$ cat config.mk
export PLATFORM = sky130hd
export DESIGN_NAME = dram_bank_timer
export DESIGN_NICKNAME = d
export VERILOG_FILES = /design/src/rtl/dbt_pkg.sv /design/src/rtl/dbt_bank.sv /design/src/rtl/dbt_refresh.sv /design/src/rtl/dram_bank_timer.sv
export SDC_FILE = /design/constraint.sdc
export NUM_CORES = 1
export LEC_CHECK = 0
export BUFFER_PORTS_ARGS = -buffer_cell sky130_fd_sc_hd__buf_2
export CELL_PAD_IN_SITES_DETAIL_PLACEMENT = 0
export CELL_PAD_IN_SITES_GLOBAL_PLACEMENT = 1
export CORE_MARGIN = 5
export CORE_UTILIZATION = 35
export DETAILED_ROUTE_END_ITERATION = 10
export GPL_ROUTABILITY_DRIVEN = 0
export GPL_TIMING_DRIVEN = 1
export PLACE_DENSITY = 0.7
export SLEW_MARGIN = 20
export SYNTH_ARGS = -nofsm -noshare
export SYNTH_HDL_FRONTEND = slang
export SYNTH_SLANG_ARGS = --single-unit
$ cat constraint.sdc
create_clock -name clk -period 12.7 [get_ports clk]
set_input_delay 1.27 -clock clk [delete_from_list [all_inputs] [get_ports clk]]
set_output_delay 1.27 -clock clk [all_outputs]
set_load 0.02 [all_outputs]
$ cat src/rtl/dbt_pkg.sv
package dbt_pkg;
  typedef enum logic [2:0] {
    OP_NOP = 3'd0,
    OP_ACT = 3'd1,
    OP_RD  = 3'd2,
    OP_WR  = 3'd3,
    OP_PRE = 3'd4,
    OP_REF = 3'd5
  } dbt_op_e;

  // cycles from the write command to its last data beat
  function automatic logic [2:0] burst_half(input logic [1:0] code);
    case (code)
      2'd0:    return 3'd1;
      2'd1:    return 3'd2;
      default: return 3'd4;
    endcase
  endfunction
endpackage

$ cat src/rtl/dbt_bank.sv
module dbt_bank
  import dbt_pkg::*;
#(
  parameter int CW     = 8,
  parameter int TRC    = 16,
  parameter int TRAS   = 11,
  parameter int TRP    = 5,
  parameter int TRCDRD = 5,
  parameter int TRCDWR = 3,
  parameter int TWR    = 4,
  parameter int TDAL   = 9,
  parameter int TRFC   = 17
) (
  input  logic       clk,
  input  logic       rst,
  input  logic       hit,
  input  logic [2:0] op,
  input  logic       autopre,
  input  logic [2:0] half,
  input  logic       ref_cmd,
  output logic       open_n,
  output logic       act_free_n,
  output logic       rd_free_n,
  output logic       wr_free_n,
  output logic       pre_free_n
);
  logic          open_q;
  logic [CW-1:0] act_q, rd_q, wr_q, pre_q;
  logic [CW-1:0] act_n, rd_n, wr_n, pre_n;

  function automatic logic [CW-1:0] dec(input logic [CW-1:0] c);
    return (c == '0) ? '0 : c - 1'b1;
  endfunction

  // later of the running wait and a new limit of v+1 cycles
  function automatic logic [CW-1:0] ld(input logic [CW-1:0] c, input int v);
    logic [CW-1:0] d;
    d = dec(c);
    return (CW'(v) > d) ? CW'(v) : d;
  endfunction

  always_comb begin
    open_n = open_q;
    act_n  = dec(act_q);
    rd_n   = dec(rd_q);
    wr_n   = dec(wr_q);
    pre_n  = dec(pre_q);
    if (ref_cmd) begin
      act_n = ld(act_q, TRFC - 1);
    end else if (hit) begin
      case (op)
        OP_ACT: begin
          open_n = 1'b1;
          act_n  = ld(act_q, TRC - 1);
          rd_n   = ld(rd_q, TRCDRD - 1);
          wr_n   = ld(wr_q, TRCDWR - 1);
          pre_n  = ld(pre_q, TRAS - 1);
        end
        OP_RD: begin
          if (autopre) begin
            open_n = 1'b0;
            act_n  = ld(act_q, int'(half) + TRP - 1);
          end
        end
        OP_WR: begin
          pre_n = ld(pre_q, int'(half) + TWR - 1);
          if (autopre) begin
            open_n = 1'b0;
            act_n  = ld(act_q, int'(half) + TDAL - 1);
          end
        end
        OP_PRE: begin
          open_n = 1'b0;
          act_n  = ld(act_q, TRP - 1);
        end
        default: ;
      endcase
    end
  end

  always_ff @(posedge clk) begin
    if (rst) begin
      open_q <= 1'b0;
      act_q  <= '0;
      rd_q   <= '0;
      wr_q   <= '0;
      pre_q  <= '0;
    end else begin
      open_q <= open_n;
      act_q  <= act_n;
      rd_q   <= rd_n;
      wr_q   <= wr_n;
      pre_q  <= pre_n;
    end
  end

  assign act_free_n = (act_n == '0);
  assign rd_free_n  = (rd_n == '0);
  assign wr_free_n  = (wr_n == '0);
  assign pre_free_n = (pre_n == '0);
endmodule

$ cat src/rtl/dbt_refresh.sv
module dbt_refresh #(
  parameter int REF_INTERVAL = 2730
) (
  input  logic clk,
  input  logic rst,
  input  logic ref_cmd,
  output logic due
);
  localparam int RW = $clog2(REF_INTERVAL + 1);
  logic [RW-1:0] cnt;

  always_ff @(posedge clk) begin
    if (rst) begin
      cnt <= '0;
      due <= 1'b0;
    end else if (ref_cmd) begin
      cnt <= '0;
      due <= 1'b0;
    end else if (cnt == RW'(REF_INTERVAL - 1)) begin
      cnt <= '0;
      due <= 1'b1;
    end else begin
      cnt <= cnt + 1'b1;
    end
  end
endmodule

$ cat src/rtl/dram_bank_timer.sv
module dram_bank_timer
  import dbt_pkg::*;
#(
  parameter int NBANK        = 4,
  parameter int TRC          = 16,
  parameter int TRAS         = 11,
  parameter int TRP          = 5,
  parameter int TRCDRD       = 5,
  parameter int TRCDWR       = 3,
  parameter int TRRD         = 3,
  parameter int TWR          = 4,
  parameter int TDAL         = 9,
  parameter int TCDLR        = 3,
  parameter int TRFC         = 17,
  parameter int REF_INTERVAL = 2730,
  localparam int BW          = $clog2(NBANK)
) (
  input  logic             clk,
  input  logic             rst,
  input  logic             cmd_valid,
  input  logic [2:0]       cmd_op,
  input  logic [BW-1:0]    cmd_bank,
  input  logic             cmd_autopre,
  input  logic [1:0]       cmd_bl,
  output logic [NBANK-1:0] act_ok,
  output logic [NBANK-1:0] rd_ok,
  output logic [NBANK-1:0] wr_ok,
  output logic [NBANK-1:0] pre_ok,
  output logic             ref_ok,
  output logic             ref_due,
  output logic             violation,
  output logic [NBANK-1:0] bank_open
);
  localparam int CW = $clog2(TRC + TRAS + TRP + TRCDRD + TRCDWR + TRRD +
                             TWR + TDAL + TCDLR + TRFC + 8) + 1;

  logic [2:0]       half;
  logic             ref_cmd;
  logic [NBANK-1:0] open_n, act_free, rd_free, wr_free, pre_free;
  logic [CW-1:0]    rrd_q, rrd_n, cdlr_q, cdlr_n;
  logic             illegal;

  assign half    = burst_half(cmd_bl);
  assign ref_cmd = cmd_valid && (cmd_op == OP_REF);

  for (genvar b = 0; b < NBANK; b++) begin : g_bank
    dbt_bank #(
      .CW(CW), .TRC(TRC), .TRAS(TRAS), .TRP(TRP), .TRCDRD(TRCDRD),
      .TRCDWR(TRCDWR), .TWR(TWR), .TDAL(TDAL), .TRFC(TRFC)
    ) u_bank (
      .clk(clk), .rst(rst),
      .hit(cmd_valid && (cmd_bank == BW'(b))),
      .op(cmd_op), .autopre(cmd_autopre), .half(half), .ref_cmd(ref_cmd),
      .open_n(open_n[b]), .act_free_n(act_free[b]), .rd_free_n(rd_free[b]),
      .wr_free_n(wr_free[b]), .pre_free_n(pre_free[b])
    );
  end

  // device-wide spacing: activate to activate, last write data to read
  always_comb begin
    rrd_n  = (rrd_q == '0) ? '0 : rrd_q - 1'b1;
    cdlr_n = (cdlr_q == '0) ? '0 : cdlr_q - 1'b1;
    if (cmd_valid && cmd_op == OP_ACT && CW'(TRRD - 1) > rrd_n)
      rrd_n = CW'(TRRD - 1);
    if (cmd_valid && cmd_op == OP_WR && CW'(int'(half) + TCDLR - 1) > cdlr_n)
      cdlr_n = CW'(int'(half) + TCDLR - 1);
  end

  always_comb begin
    illegal = 1'b0;
    if (cmd_valid) begin
      case (cmd_op)
        OP_ACT:  illegal = !act_ok[cmd_bank];
        OP_RD:   illegal = !rd_ok[cmd_bank];
        OP_WR:   illegal = !wr_ok[cmd_bank];
        OP_PRE:  illegal = !pre_ok[cmd_bank];
        OP_REF:  illegal = !ref_ok;
        default: illegal = 1'b0;
      endcase
    end
  end

  always_ff @(posedge clk) begin
    if (rst) begin
      rrd_q     <= '0;
      cdlr_q    <= '0;
      act_ok    <= '1;
      rd_ok     <= '0;
      wr_ok     <= '0;
      pre_ok    <= '0;
      ref_ok    <= 1'b1;
      violation <= 1'b0;
      bank_open <= '0;
    end else begin
      rrd_q     <= rrd_n;
      cdlr_q    <= cdlr_n;
      act_ok    <= ~open_n & act_free & {NBANK{rrd_n == '0}};
      rd_ok     <= open_n & rd_free & {NBANK{cdlr_n == '0}};
      wr_ok     <= open_n & wr_free;
      pre_ok    <= open_n & pre_free;
      ref_ok    <= (open_n == '0) && (&act_free);
      violation <= violation | illegal;
      bank_open <= open_n;
    end
  end

  dbt_refresh #(.REF_INTERVAL(REF_INTERVAL)) u_refresh (
    .clk(clk), .rst(rst), .ref_cmd(ref_cmd), .due(ref_due)
  );
endmodule

* After elaboration in Yosys (flattened, before gate mapping)
Index checks and enable logic that the tools add are counted.
** Word-level totals
- Bits in registers :: 183
- Logic and storage cells :: 312
- Input port bits :: 11
** Operators by class
- Multiplexer cells :: 139
- Reduce and logical (&&, ||, !) cells :: 58
- Bitwise gates (word level) :: 8
- $lt $le $gt $ge :: 39
- Equality and inequality tests :: 10
- Add/sub/neg operators :: 27
** Operators by type and width (number)
- 2-to-1 mux 8 bit :: 104
- zero test 8 bit :: 36
- subtractor 8 x 1 -> 8 bit, second input constant :: 18
- one-hot mux 8 bit (4 select lines) :: 4
- greater-than comparator 8 bit :: 13
- greater-than comparator 3 x 8 -> 1 bit, first input constant :: 8
- greater-than comparator 4 x 8 -> 1 bit, first input constant :: 8
- one-hot mux 8 bit (2 select lines) :: 4
- greater-than comparator 2 x 8 -> 1 bit, first input constant :: 5
- greater-than comparator 5 x 8 -> 1 bit, first input constant :: 4
- AND 4 bit :: 6
- subtractor 8 x 2 -> 8 bit, second input constant :: 3
- 2-to-1 mux 1 bit :: 17
- adder 12 x 1 -> 12 bit, second input constant :: 1
- equality test 12 bit, second input constant :: 1
- one-hot mux 1 bit (3 select lines) :: 4
- logical AND 1 bit :: 10
- adder 3 x 3 -> 4 bit, second input constant :: 2
- binary-select mux 1 bit (select 2 bit) :: 4
- equality test 3 x 2 -> 1 bit, second input constant :: 2
- equality test 3 bit, second input constant :: 2
- one-hot mux 3 bit (2 select lines) :: 1
- adder 3 x 4 -> 5 bit, second input constant :: 1
- zero test 1 bit :: 5
- 14 further kinds :: 18

* Depth between registers and ports, before layout
Gate-level depths: netlist (run 1).
- Word-level depth :: 13
- Depth in mapped cells :: 18
- Mapped depth without buffers :: 17

* Modules after synthesis
A second synthesis (run 1) with hierarchy kept.
** Unflattened totals
- Cell total of the unflattened synthesis :: 1629
- Area total of the unflattened synthesis :: 12926.1 µm²
** By module, submodules not included
- dbt_bank at g_bank[0].u_bank ... :: times used 2, area an instance 2626.3 µm², cells each 339
- dbt_bank at g_bank[2].u_bank :: times used 1, area an instance 2636.3 µm², cells each 350
- dbt_bank at g_bank[3].u_bank :: times used 1, area an instance 2597.5 µm², cells each 334
- dram_bank_timer :: times used 1, area an instance 1874.3 µm², cells each 206
- dbt_refresh :: times used 1, area an instance 565.5 µm², cells each 61

* Worst setup path after synthesis (run 1)
No wires, ideal clock.
- Path type :: in2reg
- From :: in cmd_bl[1]
- To :: reg pre_ok[3]
- Path buffers :: 1
- Slack :: 7.669 ns
- Setup time :: 0.086 ns
- Required time :: 12.614 ns
- Arrival :: 4.946 ns
- Stages on the path :: 14
- Cells stage by stage :: nor2_1 -> clkinv_1 -> ha_1 -> ha_1 -> inv_1 -> ha_1 -> a21oi_1 -> o21bai_1 -> a31oi_1 -> a31oi_1 -> and3_1 -> buf_2 -> or4b_1 -> a211oi_1
** Between the ends
- Longest elaborated chain between the ends :: 11
** Ends and longest elaborated chain
- start: declaration :: RTL line dram_bank_timer.sv:24 : input logic [1:0] cmd_bl,
- equality test 2 x 1 -> 1 bit or zero test 2 bit (tied branches) :: RTL line dbt_pkg.sv:13 : case (code)
- one-hot mux 3 bit (2 select lines) * :: RTL line dbt_pkg.sv:13
- adder 3 x 3 -> 4 bit * :: RTL line dbt_bank.sv:66 : pre_n = ld(pre_q, int'(half) + TWR - 1);
- subtractor 8 x 2 -> 8 bit * :: RTL line dbt_bank.sv:66
- greater-than comparator 8 bit :: RTL line dbt_bank.sv:39 : return (CW'(v) > d) ? CW'(v) : d;
- 2-to-1 mux 8 bit * :: RTL line dbt_bank.sv:39
- one-hot mux 8 bit (2 select lines) * :: RTL line dbt_bank.sv:51 : case (op)
- 2-to-1 mux 8 bit * :: RTL line dbt_bank.sv:50 : end else if (hit) begin
- 2-to-1 mux 8 bit * :: RTL line dbt_bank.sv:48 : if (ref_cmd) begin
- zero test 8 bit * :: RTL line dbt_bank.sv:100 : assign pre_free_n = (pre_n == '0);
- AND 4 bit * :: RTL line dram_bank_timer.sv:100 : pre_ok <= open_n & pre_free;
- end signal: assignment :: RTL line dram_bank_timer.sv:100
- end: declaration :: RTL line dram_bank_timer.sv:28 : output logic [NBANK-1:0] pre_ok,
Every way passes the cells marked *; elsewhere a longest branch is shown, timed or not.
A chain may end at the register's enable or synchronous reset.

* Worst setup path in the final report (run 1)
- From :: in cmd_bl[1]
- To :: reg pre_ok[0]
Same word-level chain as after synthesis.

==> key figures, run 1 <==
Min path
  • Worst Hold Endpoint: g_bank[0].u_bank.rd_q[0]$_SDFF_PP0_
  • Hold Crit Start: g_bank[0].u_bank.rd_q[0]$_SDFF_PP0_
  • Hold Crit Class: flip-flop to flip-flop
  • Hold depth: 1

Placement
  • Port Buffer Count: 33
  • Hpwl dp: 27.88 mm
  • Placed cell count: 2128
  • Place WS: 6633 ps

Yosys
  • Most area-consuming cells after synthesis: dfxtp_1 28%, ha_1 11%, nor2_1 6.8%
  • Ys async rst share: 0
  • Synth Area in Simple Gates: 0.2959
  • EDFF count, synth: 0
  • Yosys top cell by area: dfxtp_1
  • Synth Instances: 1653
  • Largest family of logic cells by synthesized area: simple AND/OR/NAND/NOR gates
  • Mux cell area share after synthesis: 0.03106
  • Post-synthesis xor/xnor area fraction: 0.04634
  • Yosys reg bits: 179
  • Distinct cell type count after synthesis: 103
  • Adder-cell share of the synthesized area: 0.1100
  • Synth Flop Type: dfxtp_1
  • Syn Area/Cell: 7.774 µm²
  • Synth warn: 0
  • Compound-Gate Fraction of Synth Area: 0.1923
  • Post-synthesis cell area: 12850 µm²
  • Post-synthesis sequential area ratio: 0.2788
  • Yosys top cell area share: 0.2788

Worst setup path
  • Crit path largest cell delay: 760 ps
  • Critical path arrival: 5820 ps
  • CP most frequent cell: ha_1
  • CP Launch Type: primary input
  • Crit. path cell count: 14
  • R2r startpoint: g_bank[0].u_bank.act_q[0]$_SDFF_PP0_
  • Setup crit end kind: flip-flop
  • Reg2reg end: ref_ok$_SDFF_PP1_
  • Crit path buf inv count: 4
  • Slowest-stage cell, CP: nor4_2
  • Worst-path maximum fanout: 15
  • R2R Setup Slk: 8400 ps
  • CP required: 13050 ps
  • CP cell instances: buf_2 > nor2_1 > buf_4 > clkinv_1 > ha_1 > ha_1 > inv_1 > ha_1 > a21o_1 > a31o_1 > a31oi_1 > nor4_2 > mux2i_1 > a2111oi_2
  • WS Path Type: primary input to flip-flop
  • Top cell family by delay on the critical path: adder cells
  • FF-to-FF path depth: 15

STA
  • Period utilisation layout: 0.4307
  • Worst slew pin tran: 1026 ps
  • Setup TNS: 0 ps
  • Slew headroom: 0.3137
  • Post-route setup slack: 7231 ps
  • Fin crit period: 5469 ps
  • Setup Viol. Count Final: 0
  • Hold Fails Final Rpt: 0
  • Worst Skew: 10.33 ps
  • F_max: 182.8 MHz
  • Max Slew Vio Count: 0
  • Hold Slack: 457.6 ps
  • RSZ-0062 raised after global routing: false

Detailed routing
  • Starting DRT DRC Count: 612
  • DR vias: 11890
  • DRC errors left: 0
  • Pre-Repair DR Iteration Count: 4
  • Antenna Nets Post-Route: 0
  • Vias per std cell: 5.504
  • Final WL: 37.32 mm
  • Drt wl/cell: 17.28 µm

Global routing
  • First-pass GRT wire length: 59.82 mm
  • Vias in the first global route: 11360
  • Gr usage total: 0.1800
  • Pin count of the biggest net entering global routing: 58
  • Initial antenna violation count: 0
  • Overflow after GRT: 0

Finish
  • Inserted Diodes: 0
  • Fin util: 0.3868
  • Synth-to-Final Area Change: 9.678%
  • Final net count: 1803
  • Post-route insts no fill: 2160
  • Layout cells sized above 1: 0.08452

CTS
  • CTS Hold Bufs: 0
  • Clk Latency, worst-skew pair: 450 ps
  • TritonCTS clock tree: built
  • CTS clk-pin slew, worst paths: 70 ps
  • Num CTS Buffers: 17
  • CTS sink count: 179
  • Setup bufs post-CTS: 0
  • Resize count post-CTS: 0
  • Clock Path Buffers: 2
  • Root Buffer: clkbuf_16
  • H-tree depth: 4

Flow run
  • Max Cap Violations: 0

Floorplan
  • Std cell rows: 70
  • Chip Height: 201.6 µm
  • Die area: 40650 µm²
  • I/O pins: 34
  • Die Width: 201.6 µm
  • Core Box Area: 36430 µm²
  • Initial core utilization: 0.3527

Power and ir drop
  • Worst VDD drop: 0.1276 mV
  • PwrDens: 296.8 nW/µm²
  • Leak: 5.660 nW

Run status
  • Status: finished clean
[layout make-up]
class	count	area (µm²)
clock buffer	18	439.2
clock inverter	14	192.7
fill	3837	22340
inverter	86	322.8
multi-input combinational	1359	8781
sequential	179	3583
tap	468	585.6
timing repair buffer	36	190.2
[cells in the final DEF, fill, tap and decap left out, drive strengths merged, types with 19 or more instances in the layout]
master	n
buf	36
xor2	33
a211oi	19
nor4	20
nor2b	23
nand4	19
conb	25
ha	113
a21oi	133
nand2	133
dfxtp	179
o21ai	73
and2	21
xnor2	35
nand3	36
or2	19
mux2i	26
nor3	91
inv	90
or3	28
nor2	232
nand2b	22
[cells by family (layout without fill, tap and decap cells)]
kind of cell    after synthesis  in the layout
mux                          34             34
other cells                   2             25
buf+inv                     138            154
fa+ha+maj                   113            113
xor+xnor                     68             68
flops                       179            179
simple gates                738            738
compound gates              381            381
[per-layer routing]
layer,part of all wire,global-route usage
met2,0.47,0.3054
met3,0.043,0.02820
met1,0.47,0.2380
met5,0,0
met4,0.017,0.05005
[stage by stage]
stage	total power, mW	cell area (µm²)
2_1_floorplan	3.026	12940
3_3_place_gp	3.567	13460
3_5_place_dp	3.583	13460
4_1_cts	4.190	14090
5_1_grt	4.610	14090
6_report	4.183	14090
[worst max path at each step]
stage                    from                   end  slack (ps)
floorplan           cmd_bl[1]  pre_ok[3]$_SDFF_PP0_        7670
global placement    cmd_bl[1]  pre_ok[2]$_SDFF_PP0_        6770
detailed placement  cmd_bl[1]  pre_ok[2]$_SDFF_PP0_        6630
CTS                 cmd_bl[1]  pre_ok[2]$_SDFF_PP0_        7160
global route        cmd_bl[1]     ref_ok$_SDFF_PP1_        6900
finish              cmd_bl[1]  pre_ok[0]$_SDFF_PP0_        7230
[flip-flops by register name, summed over array words and instances, names as in the netlist]
signal / count
pre_ok: 4
g_bank.u_bank.act_q: 32
u_refresh.cnt: 12
cdlr_q: 8
act_ok: 4
g_bank.u_bank.rd_q: 32
bank_open: 4
g_bank.u_bank.pre_q: 32
rrd_q: 8
wr_ok: 4
ref_ok: 1
g_bank.u_bank.wr_q: 32
u_refresh.due: 1
violation: 1
rd_ok: 4
[Yosys cell counts, types with 13 or more instances]
master	instances
o22ai_1	16
nor2_1	232
a211oi_1	18
nand2b_1	22
nor3_1	85
clkbuf_1	31
a31oi_1	14
or2_2	18
xnor2_1	35
mux2i_1	25
nand2_1	132
a21oi_1	130
or3_1	26
nor4_1	18
and2_1	21
o21ai_0	67
nor2b_1	23
dfxtp_1	179
nand3_1	35
or4_1	13
ha_1	113
nand4_1	18
and3_1	17
inv_1	82
xor2_1	33
nor3b_1	17
[power breakdown]
group / switching, mW / total [mW] / internal, mW
clock network: 0.259 / 0.581 / 0.322
registers: 0.215 / 0.955 / 0.740
logic: 1.55 / 2.65 / 1.09
Power figures use the tool's default switching activity.
==> inputs of run 2 (changes only) <==
Clock period 12.7 ns to 5.1 ns, I/O delays scaled along.
==> run 2 against run 1 <==
Effect of this change:
- final area fell by 0.12%
- clock-buffer cell count stayed put
- global-route usage rose by 0.10 points
- largest power group unchanged
==> key figures, run 2 (same netlist as run 1, synthesis figures left out) <==
STA
  • F_max: 229.6 MHz
  • Max Slew Vio Count: 0 (unchanged)
  • Slew headroom: 0.2808 (-0.03289)
  • Setup TNS: 0 ps (unchanged)
  • Fin crit period: 4355 ps
  • Worst slew pin tran: 1075 ps (+49.15 ps)
  • Setup Viol. Count Final: 0 (unchanged)
  • Worst Skew: 14.77 ps (+4.441 ps)
  • RSZ-0062 raised after global routing: false
  • Period utilisation layout: 0.8539
  • Hold Fails Final Rpt: 0 (unchanged)

Finish
  • Post-route insts no fill: 2171 (+0.51%)
  • Final net count: 1815 (+0.67%)
  • Commonest non-fill, non-tap cell in the layout: nor2_1
  • Fin util: 0.3864 (-0.0004470)
  • Highest-count cells in the layout ignoring fill and taps: 232 x nor2_1, 179 x dfxtp_1, 132 x nand2_1, 130 x a21oi_1, 113 x ha_1
  • Fill count: 3790 (-1.2%)
  • Layout cells sized above 1: 0.08818 (+0.003668)
  • Synth-to-Final Area Change: 9.551%

Detailed routing
  • Drt wl/cell: 17.27 µm (about the same)
  • Antenna Nets Post-Route: 0 (unchanged)
  • DRT met1 WL: 17.51 mm (+0.44%)
  • Top sig layer: met4
  • DRC errors left: 0 (unchanged)
  • Pre-Repair DR Iteration Count: 5 (+1)
  • Final WL: 37.49 mm (+0.46%)
  • Met3 wire len: 1.699 mm (+5.3%)
  • Vias per std cell: 5.522 (+0.34%)
  • Met2 wire len: 17.35 mm (-1.7%)
  • Starting DRT DRC Count: 669 (+9.3%)
  • DR vias: 11990 (+0.85%)

CTS
  • H-tree depth: 4 (unchanged)
  • Resize count post-CTS: 0 (unchanged)
  • Clock Path Buffers: 2 (unchanged)
  • Setup bufs post-CTS: 0 (unchanged)
  • CTS clk-pin slew, worst paths: 70 ps (about the same)
  • Num CTS Buffers: 17 (unchanged)
  • CTS Hold Bufs: 0 (unchanged)
  • Clk Latency, worst-skew pair: 460 ps (about the same)
  • TritonCTS clock tree: built
  • CTS sink count: 179 (unchanged)
  • Root Buffer: clkbuf_16

Run status
  • Status: finished clean

Worst setup path
  • CP required: 5470 ps (-7580 ps)
  • CP Launch Type: flip-flop
  • WS Path Type: flip-flop to flip-flop
  • Crit path largest cell delay: 590 ps (-170 ps)
  • CP cell instances: inv_1 > ha_1 > nor4b_1 > nand2b_1 > a31oi_1 > ha_1 > a21oi_1 > a21oi_1 > o21ai_0 > o22ai_1 > a221oi_1 > o2111ai_1 > nor3b_1 > nand4b_1 > o31ai_2
  • R2r startpoint: g_bank[0].u_bank.act_q[0]$_SDFF_PP0_
  • Worst Setup SP: g_bank[0].u_bank.act_q[0]$_SDFF_PP0_
  • Slowest-stage cell, CP: o21ai_0
  • Worst-path maximum fanout: 6 (-9)
  • Setup crit end kind: flip-flop
  • Critical path arrival: 4720 ps (-1100 ps)

Power and ir drop
  • Sw frac: 0.4916 (+0.006799)
  • Sw power: 5.032 mW (+150%)
  • Cell-internal power: 5.203 mW (+140%)
  • Worst VDD drop: 0.2734 mV (+110%)
  • Comb pwr share: 0.646 (+0.013)
  • Seq pwr share: 0.233 (+0.005)
  • PwrDens: 727.0 nW/µm² (+140%)
  • Clk pwr share: 0.121 (-0.018)
  • Total power: 10.24 mW (+140%)
  • Leak: 5.659 nW (about the same)

Floorplan
  • I/O pins: 34 (unchanged)
  • Die Width: 201.6 µm (unchanged)
  • Core Box Area: 36430 µm² (unchanged)
  • Chip Height: 201.6 µm (unchanged)
  • Die area: 40650 µm² (unchanged)
  • Std cell rows: 70 (unchanged)
  • Initial core utilization: 0.3527 (unchanged)

Placement
  • Placed cell count: 2140 (+0.56%)
  • Port Buffer Count: 33 (unchanged)
  • Hpwl dp: 28.19 mm (+1.1%)

Global routing
  • Initial antenna violation count: 1 (+1)
  • Gr usage total: 0.1811 (+0.001027)
  • Vias in the first global route: 11300 (-0.52%)
  • Pin count of the biggest net entering global routing: 45 (-22%)
  • Overflow after GRT: 0 (unchanged)
  • First-pass GRT wire length: 60.14 mm (+0.54%)

Flow run
  • Max Cap Violations: 0 (unchanged)

Min path
  • Hold Crit Class: primary input to flip-flop
  • Hold Crit Start: rst
[run 2: metal layers]
| metal | vias to the layer above | track usage |
|---|---|---|
| met5 | - | 0 |
| met4 | 0 | 0.05981 |
| met3 | 54 | 0.03014 |
| met2 | 280 | 0.3017 |
| met1 | 5639 | 0.2390 |
| li1 | 6016 | - |
[run 2: cell type report]
type / instances / area [µm²] / area share
antenna: 2 / 5.005 / 0.0003555
clock buffer: 18 / 429.2 / 0.03048
clock inverter: 11 / 96.34 / 0.006843
inverter: 86 / 322.8 / 0.02293
multi-input combinational: 1359 / 8776 / 0.6234
sequential: 179 / 3583 / 0.2545
tap: 468 / 585.6 / 0.04159
timing repair buffer: 48 / 280.3 / 0.01991
[run 2: final timing paths]
path                                    endpoint  slack (ps)  cells past startpoint
max reg2reg                    ref_ok$_SDFF_PP1_         750                     15
min          g_bank[2].u_bank.wr_q[7]$_SDFF_PP0_         400                      2
min reg2reg  g_bank[0].u_bank.rd_q[0]$_SDFF_PP0_         460                      1
max                            ref_ok$_SDFF_PP1_         750                     15
[run 2: worst max-delay path: cells and delay by family (launching register included)]
family	cells	cell delay [ps]
AOI/OAI and AO/OA	8	2190
adders and majority gates	2	550
buffers and inverters	1	110
DFF	1	340
and+or+nand+nor	4	1090
[run 2: power by group through the flow]
stage / clock [mW] / sequential [mW] / combinational, mW
after global routing: 1.34 / 2.46 / 7.48
after detailed placement: 0 / 2.40 / 6.53
after floorplan: 0 / 2.23 / 5.30
after global placement: 0 / 2.39 / 6.51
final: 1.24 / 2.38 / 6.61
after CTS: 1.29 / 2.38 / 6.57
[run 2: through the flow]
stage          cell area, µm²  hold slack (ps)  worst slack, ps
3_5_place_dp            13550            446.6            762.9
3_3_place_gp            13550            434.6            848.1
5_1_grt                 14080            400.4            354.7
4_1_cts                 14070            382.6            808.7
2_1_floorplan           12940            421.3            828.6
6_report                14080            401.1            745.3
